### config.mk
export PLATFORM = sky130hd
export DESIGN_NAME = load_use_stall_ctrl
export DESIGN_NICKNAME = d
export VERILOG_FILES = /design/src/rtl/lus_pkg.sv /design/src/rtl/lus_operand_use.sv /design/src/rtl/lus_src_match.sv /design/src/rtl/load_use_stall_ctrl.sv
export SDC_FILE = /design/constraint.sdc
export NUM_CORES = 1
export LEC_CHECK = 0
export BUFFER_PORTS_ARGS = -buffer_cell sky130_fd_sc_hd__buf_4
export CORE_AREA = 8 8 45 47
export DETAILED_ROUTE_END_ITERATION = 16
export DIE_AREA = 0 0 53 55
export PLACE_DENSITY = 0.49
export SYNTH_ARGS = -nofsm -noshare
export SYNTH_HDL_FRONTEND = slang
export SYNTH_SLANG_ARGS = --single-unit
### constraint.sdc
create_clock -name vclk -period 2.05
set_input_delay 0.205 -clock vclk [all_inputs]
set_output_delay 0.205 -clock vclk [all_outputs]
set_load 0.01 [all_outputs]
### src/rtl/lus_pkg.sv
package lus_pkg;

    typedef enum logic [2:0] {
        K_NONE    = 3'd0,
        K_ALU_RR  = 3'd1,
        K_ALU_IMM = 3'd2,
        K_LOAD    = 3'd3,
        K_STORE   = 3'd4,
        K_BRANCH  = 3'd5,
        K_JUMP    = 3'd6,
        K_RSVD    = 3'd7
    } op_kind_e;

    localparam int unsigned N_SRC = 2;

    typedef struct packed {
        logic stall;
        logic pc_we;
        logic ifid_we;
        logic bubble;
    } ctl_t;

endpackage

### src/rtl/lus_operand_use.sv
module lus_operand_use
    import lus_pkg::*;
(
    input  op_kind_e         kind,
    output logic [N_SRC-1:0] uses
);
    always_comb begin
        uses = '0;
        case (kind)
            K_ALU_RR, K_STORE, K_BRANCH: uses = 2'b11;
            K_ALU_IMM, K_LOAD:           uses = 2'b01;
            default:                     uses = 2'b00;
        endcase
    end
endmodule

### src/rtl/lus_src_match.sv
module lus_src_match #(
    parameter int unsigned AW   = 5,
    parameter int unsigned NSRC = 2
) (
    input  logic [AW-1:0]           dst,
    input  logic [NSRC-1:0][AW-1:0] src,
    input  logic [NSRC-1:0]         used,
    output logic [NSRC-1:0]         hit
);
    logic dst_live;
    assign dst_live = |dst;

    for (genvar g = 0; g < NSRC; g++) begin : g_cmp
        assign hit[g] = used[g] && dst_live && (src[g] == dst);
    end
endmodule

### src/rtl/load_use_stall_ctrl.sv
module load_use_stall_ctrl
    import lus_pkg::*;
#(
    parameter int unsigned REG_AW = 5
) (
    input  logic              clk,
    input  logic              rst_n,
    input  logic              ex_is_load,
    input  logic [REG_AW-1:0] ex_rd,
    input  logic [2:0]        id_kind,
    input  logic [REG_AW-1:0] id_rs1,
    input  logic [REG_AW-1:0] id_rs2,
    output logic              pc_we,
    output logic              ifid_we,
    output logic              bubble
);
    op_kind_e                       kind_s;
    logic [N_SRC-1:0]               uses_s;
    logic [N_SRC-1:0]               hit_s;
    logic [N_SRC-1:0][REG_AW-1:0]   src_s;
    ctl_t                           ctl_d;

    assign kind_s = op_kind_e'(id_kind);
    assign src_s  = {id_rs2, id_rs1};

    lus_operand_use i_use (
        .kind (kind_s),
        .uses (uses_s)
    );

    lus_src_match #(.AW(REG_AW), .NSRC(N_SRC)) i_match (
        .dst  (ex_rd),
        .src  (src_s),
        .used (uses_s),
        .hit  (hit_s)
    );

    always_comb begin
        ctl_d         = '0;
        ctl_d.stall   = rst_n && ex_is_load && (|hit_s);
        ctl_d.bubble  = ctl_d.stall;
        ctl_d.pc_we   = !ctl_d.stall;
        ctl_d.ifid_we = !ctl_d.stall;
    end

    assign pc_we   = ctl_d.pc_we;
    assign ifid_we = ctl_d.ifid_we;
    assign bubble  = ctl_d.bubble;

    p_rs1_hazard_r1: assert property (@(posedge clk) disable iff (!rst_n)
        (ex_is_load && ex_rd != '0 && ex_rd == id_rs1 &&
         id_kind inside {3'd1, 3'd2, 3'd3, 3'd4, 3'd5}) |-> bubble);

    p_rs2_hazard_r2: assert property (@(posedge clk) disable iff (!rst_n)
        (ex_is_load && ex_rd != '0 && ex_rd == id_rs2 &&
         id_kind inside {3'd1, 3'd4, 3'd5}) |-> bubble);

    p_zero_dst_r3: assert property (@(posedge clk) disable iff (!rst_n)
        (ex_rd == '0) |-> !bubble);

    p_nonload_r4: assert property (@(posedge clk) disable iff (!rst_n)
        !ex_is_load |-> !bubble);

    p_unread_r5: assert property (@(posedge clk) disable iff (!rst_n)
        (id_kind inside {3'd0, 3'd6, 3'd7}) |-> !bubble);

    p_freeze_r6: assert property (@(posedge clk) disable iff (!rst_n)
        bubble |-> (!pc_we && !ifid_we));

    p_run_r7: assert property (@(posedge clk) disable iff (!rst_n)
        !bubble |-> (pc_we && ifid_we));

endmodule

After elaboration in Yosys (flattened, before gate mapping)
Index checks and enable logic that the tools add are counted.

storage, ports and cells
  output and inout bits = 3
  memories kept = 0
  bits in latches = 0
  register bits = 0
  bits in writable memories = 0
  word-level logic and storage cells = 19
  bits of input ports = 21
  memory bits (read-only) = 0

operators by class
  magnitude comparators = 0
  muxes and demuxes = 1
  add/subtract/negate cells = 0
  reduce and logical (&&, ||, !) cells = 11
  shifts and indexed selects = 0
  eq/ne operators = 7
  div/mod/pow operators = 0
  bitwise gates (word level) = 0
  multiply operators = 0

operators with widths
  operator                                       number
  == test 5 bit                                  2
  == test 3 x 2 -> 1 bit, second input constant  2
  == test 3 bit, second input constant           2
  logical AND 1 bit                              6
  OR reduction 5 bit                             1
  one-hot mux 2 bit (2 select lines)             1
  OR reduction 2 bit                             2
  == test 3 x 1 -> 1 bit, second input constant  1
  OR reduction 3 bit                             1
  zero test 1 bit                                1

Logic depth before layout (Yosys ltp)
  depth after elaboration = 8
  depth in mapped cells = 5
  depth with buffers taken out = 4

By module
Synthesis repeated with hierarchy kept, for this count alone.

second synthesis, totals
  cells, all modules = 23
  area total of the unflattened synthesis = 166.4 um^2

by module, submodules not included
  module               area an instance (um^2)  times used  sequential area each (um^2)  cells each
  lus_src_match        123.9                    1           0.0                          16
  load_use_stall_ctrl  25.0                     1           0.0                          3
  lus_operand_use      17.5                     1           0.0                          4

Worst setup path before layout
No wires, ideal clock.

  kind = input to output
  start point = input ex_rd[0]
  end point = output pc_we
  arrival = 1.062 ns
  stages = 5
  data required time = 1.845 ns
  buffers on the path = 1
  setup slack = 0.783 ns
  path through = xnor2_1 -> nand4_1 -> nor4_2 -> o21bai_1 -> buf_4

between the ends
  longest elaborated chain between the ends = 6
  elaborated cells between the ends (all ways) = 10
  classes of those cells = 2 x eq/ne; 8 x reduce/logical

ends and longest elaborated chain
  what                             RTL line                   source
  start: declaration               load_use_stall_ctrl.sv:9   input logic [REG_AW-1:0] ex_rd,
  OR reduction 5 bit               lus_src_match.sv:11        assign dst_live = |dst;
  logical AND 1 bit (2 in series)  lus_src_match.sv:14        assign hit[g] = used[g] && dst_live && (src[g] == dst);
  OR reduction 2 bit (*)           load_use_stall_ctrl.sv:40  ctl_d.stall = rst_n && ex_is_load && (|hit_s);
  logical AND 1 bit (*)            load_use_stall_ctrl.sv:40
  zero test 1 bit (*)              --
  end: declaration                 load_use_stall_ctrl.sv:13  output logic pc_we,

Mark *: on every way between the ends. The rest lies on a longest branch, timed or not.

Worst setup path in the final report
  start point = input ex_rd[3]
  end point = output ifid_we

between the ends
  longest elaborated chain between the ends = 6
  elaborated cells between the ends (all ways) = 10
  classes of those cells = 2 x eq/ne; 8 x reduce/logical

ends and longest elaborated chain
  what                             RTL line                   source
  OR reduction 5 bit               lus_src_match.sv:11
  logical AND 1 bit (2 in series)  lus_src_match.sv:14
  OR reduction 2 bit (*)           load_use_stall_ctrl.sv:40
  logical AND 1 bit (*)            load_use_stall_ctrl.sv:40
  zero test 1 bit (*)              load_use_stall_ctrl.sv:43  ctl_d.ifid_we = !ctl_d.stall;
  end: declaration                 load_use_stall_ctrl.sv:14  output logic ifid_we,

Marked as above.

==> reports/qor.csv <==
metric,value,unit
ys_seq_area_share,0,%
crit_top_cell,buf_4,
grt_remaining_overflow,0,
vdd.ir_drop.worst,30.9,µV
seq_area,0,µm²
drc,0,
min_path_type,input pin to output port,
die_w,53,µm
start_kind,input pin,
path_max_fanout,3,
period_needed,1.40,ns
cp_data_required_time,1.85,ns
grt_pass1_wl,917,µm
fmax,712,MHz
crit_slowest_cell,nor4_2,
synth_most_common_cell,xnor2_1,
yosysWarnings,0,
path_cells,buf_4 > xnor2_1 > nand4_1 > nor4_2 > o21bai_1 > buf_4,
min-delay-start,ex_is_load,
start_util,12.6,%
path_class,input pin to output port,
whs,0.838,ns
syn_nets,45,
syn_area,174,µm²
drtPass1Iterations,1,
grt_pass1_vias,245,
dp_slack,0.614,ns
fin_area,359,µm²
wl_per_cell,10.7,µm
worstHoldEndpoint,pc_we,
syn_inst,24,
drtAntennaViolNets,0,
setup_viol,0,
crit_path_end_kind,output port,
worstHoldPathCells,4,
dp_hpwl,651,µm
rsz0062_at_grt,no,
finalCritPeriodShare,68.5,%
arrival,1.20,ns
finalNetCount,69,
max_cap_violations,0,
die_area,2920,µm²
hold_viol,0,
dr_wl_met2,426,µm
core,1380,µm²
nClkBuffers,0,
top_layer,met3,
synth.distinct_cells,12,
finalSetupTns,0,ns
num_antenna_cells,0,
postPlaceCellArea,359,µm²
power_density,172,nW/µm²
die-height,55,µm
hold_buffers,0,
slowest_delay,0.30,ns
synth.area.top_cells,"xnor2_1 (35%), xor2_1 (15%), nor3_1 (8.6%)",
synth_area_per_cell,7.25,µm²
drive_gt1_share,52.2,%
vias,244,
post_cts_resized,0,
port_buffers,23,
drt_wl_total,664,µm
final_cells,62,
slew_headroom,82.8,%
synth.top_cell.area_share,35.3,%
synthTopCellsByCount,"xnor2_1 (7), nor3_1 (3), xor2_1 (3)",
area_growth,106,%
ios,24,
viasPerCell,3.94,
layout_setup_ws,0.645,ns
antenna_found_initial,0,
rows,14,
place_congestion,0.624,
status,finished clean,
drt_iter0_drc,0,
grt_util_all_layers,3.87,%
p_leak,0.174,nW
dpl.cell_count,62,
cts_setup_buffers,0,
m1WireLength,186,µm
numSequentialCells,0,
slew_violations,0,
synth_area_leader_cell,xnor2_1,
grt_max_degree,4,
worst_slew_pin_slew,0.256,ns
wl_met3,51,µm
area by class of cell:
cell class	instances	area, µm²
Multi-Input combinational cell	23	166
Fill cell	159	1020
Tap cell	16	20.0
Timing Repair Buffer	23	173
cell usage in the layout, fill, tap and decap left out:
cell	Yosys	routed
a21oi_1	1	1
buf_4	1	23
nand2_1	1	1
nand3_1	1	1
nand4_1	2	2
nor2_1	2	2
nor3_1	3	3
nor4_2	1	1
o21ba_1	1	1
o21bai_1	1	1
xnor2_1	7	7
xor2_1	3	3
stage by stage:
step	power (mW)	util [%]
finish	0.0618	25.9
detailed placement	0.0629	25.9
global placement	0.0622	25.9
global route	0.0674	25.9
CTS	0.0630	25.9
floorplan	0.0235	-
worst max-delay path: cells and delay by family:
| kind | cells | cell delay (ns) |
|---|---|---|
| AND/OR/NAND/NOR | 2 | 0.42 |
| XOR/XNOR | 1 | 0.15 |
| buffers and inverters | 2 | 0.28 |
| AO/OA/AOI/OAI | 1 | 0.13 |
cell families (layout without fill, tap and decap cells):
family | count (synthesis) | after routing | share of synthesized area (%)
xor gates and xnor gates | 10 | 10 | 50.4
AOI/OAI and AO/OA | 3 | 3 | 12.9
and+or+nand+nor | 10 | 10 | 32.4
buffers and inverters | 1 | 23 | 4.32
worst max-delay path by stage:
stage                         from       to  slack [ns]  cells past startpoint
after floorplan           ex_rd[0]    pc_we        0.78                      5
after global placement    ex_rd[3]  ifid_we        0.61                      6
after detailed placement  ex_rd[3]  ifid_we        0.61                      6
after CTS                 ex_rd[3]  ifid_we        0.61                      6
after global routing      ex_rd[2]  ifid_we        0.50                      6
final                     ex_rd[3]  ifid_we        0.65                      6
metal layers:
| layer | global-route usage, % | up-vias |
|---|---|---|
| li1 | - | 129 |
| met1 | 2.71 | 109 |
| met4 | 0 | 0 |
| met3 | 0.802 | 0 |
| met2 | 9.77 | 6 |
| met5 | 0 | - |
where the power goes:
part	internal [mW]	switching, mW	total [mW]
logic	0.0403	0.0215	0.0618
clock network	0	0	0
registers	0	0	0
total	0.0403	0.0215	0.0618
(Power assumes the default switching activity.)
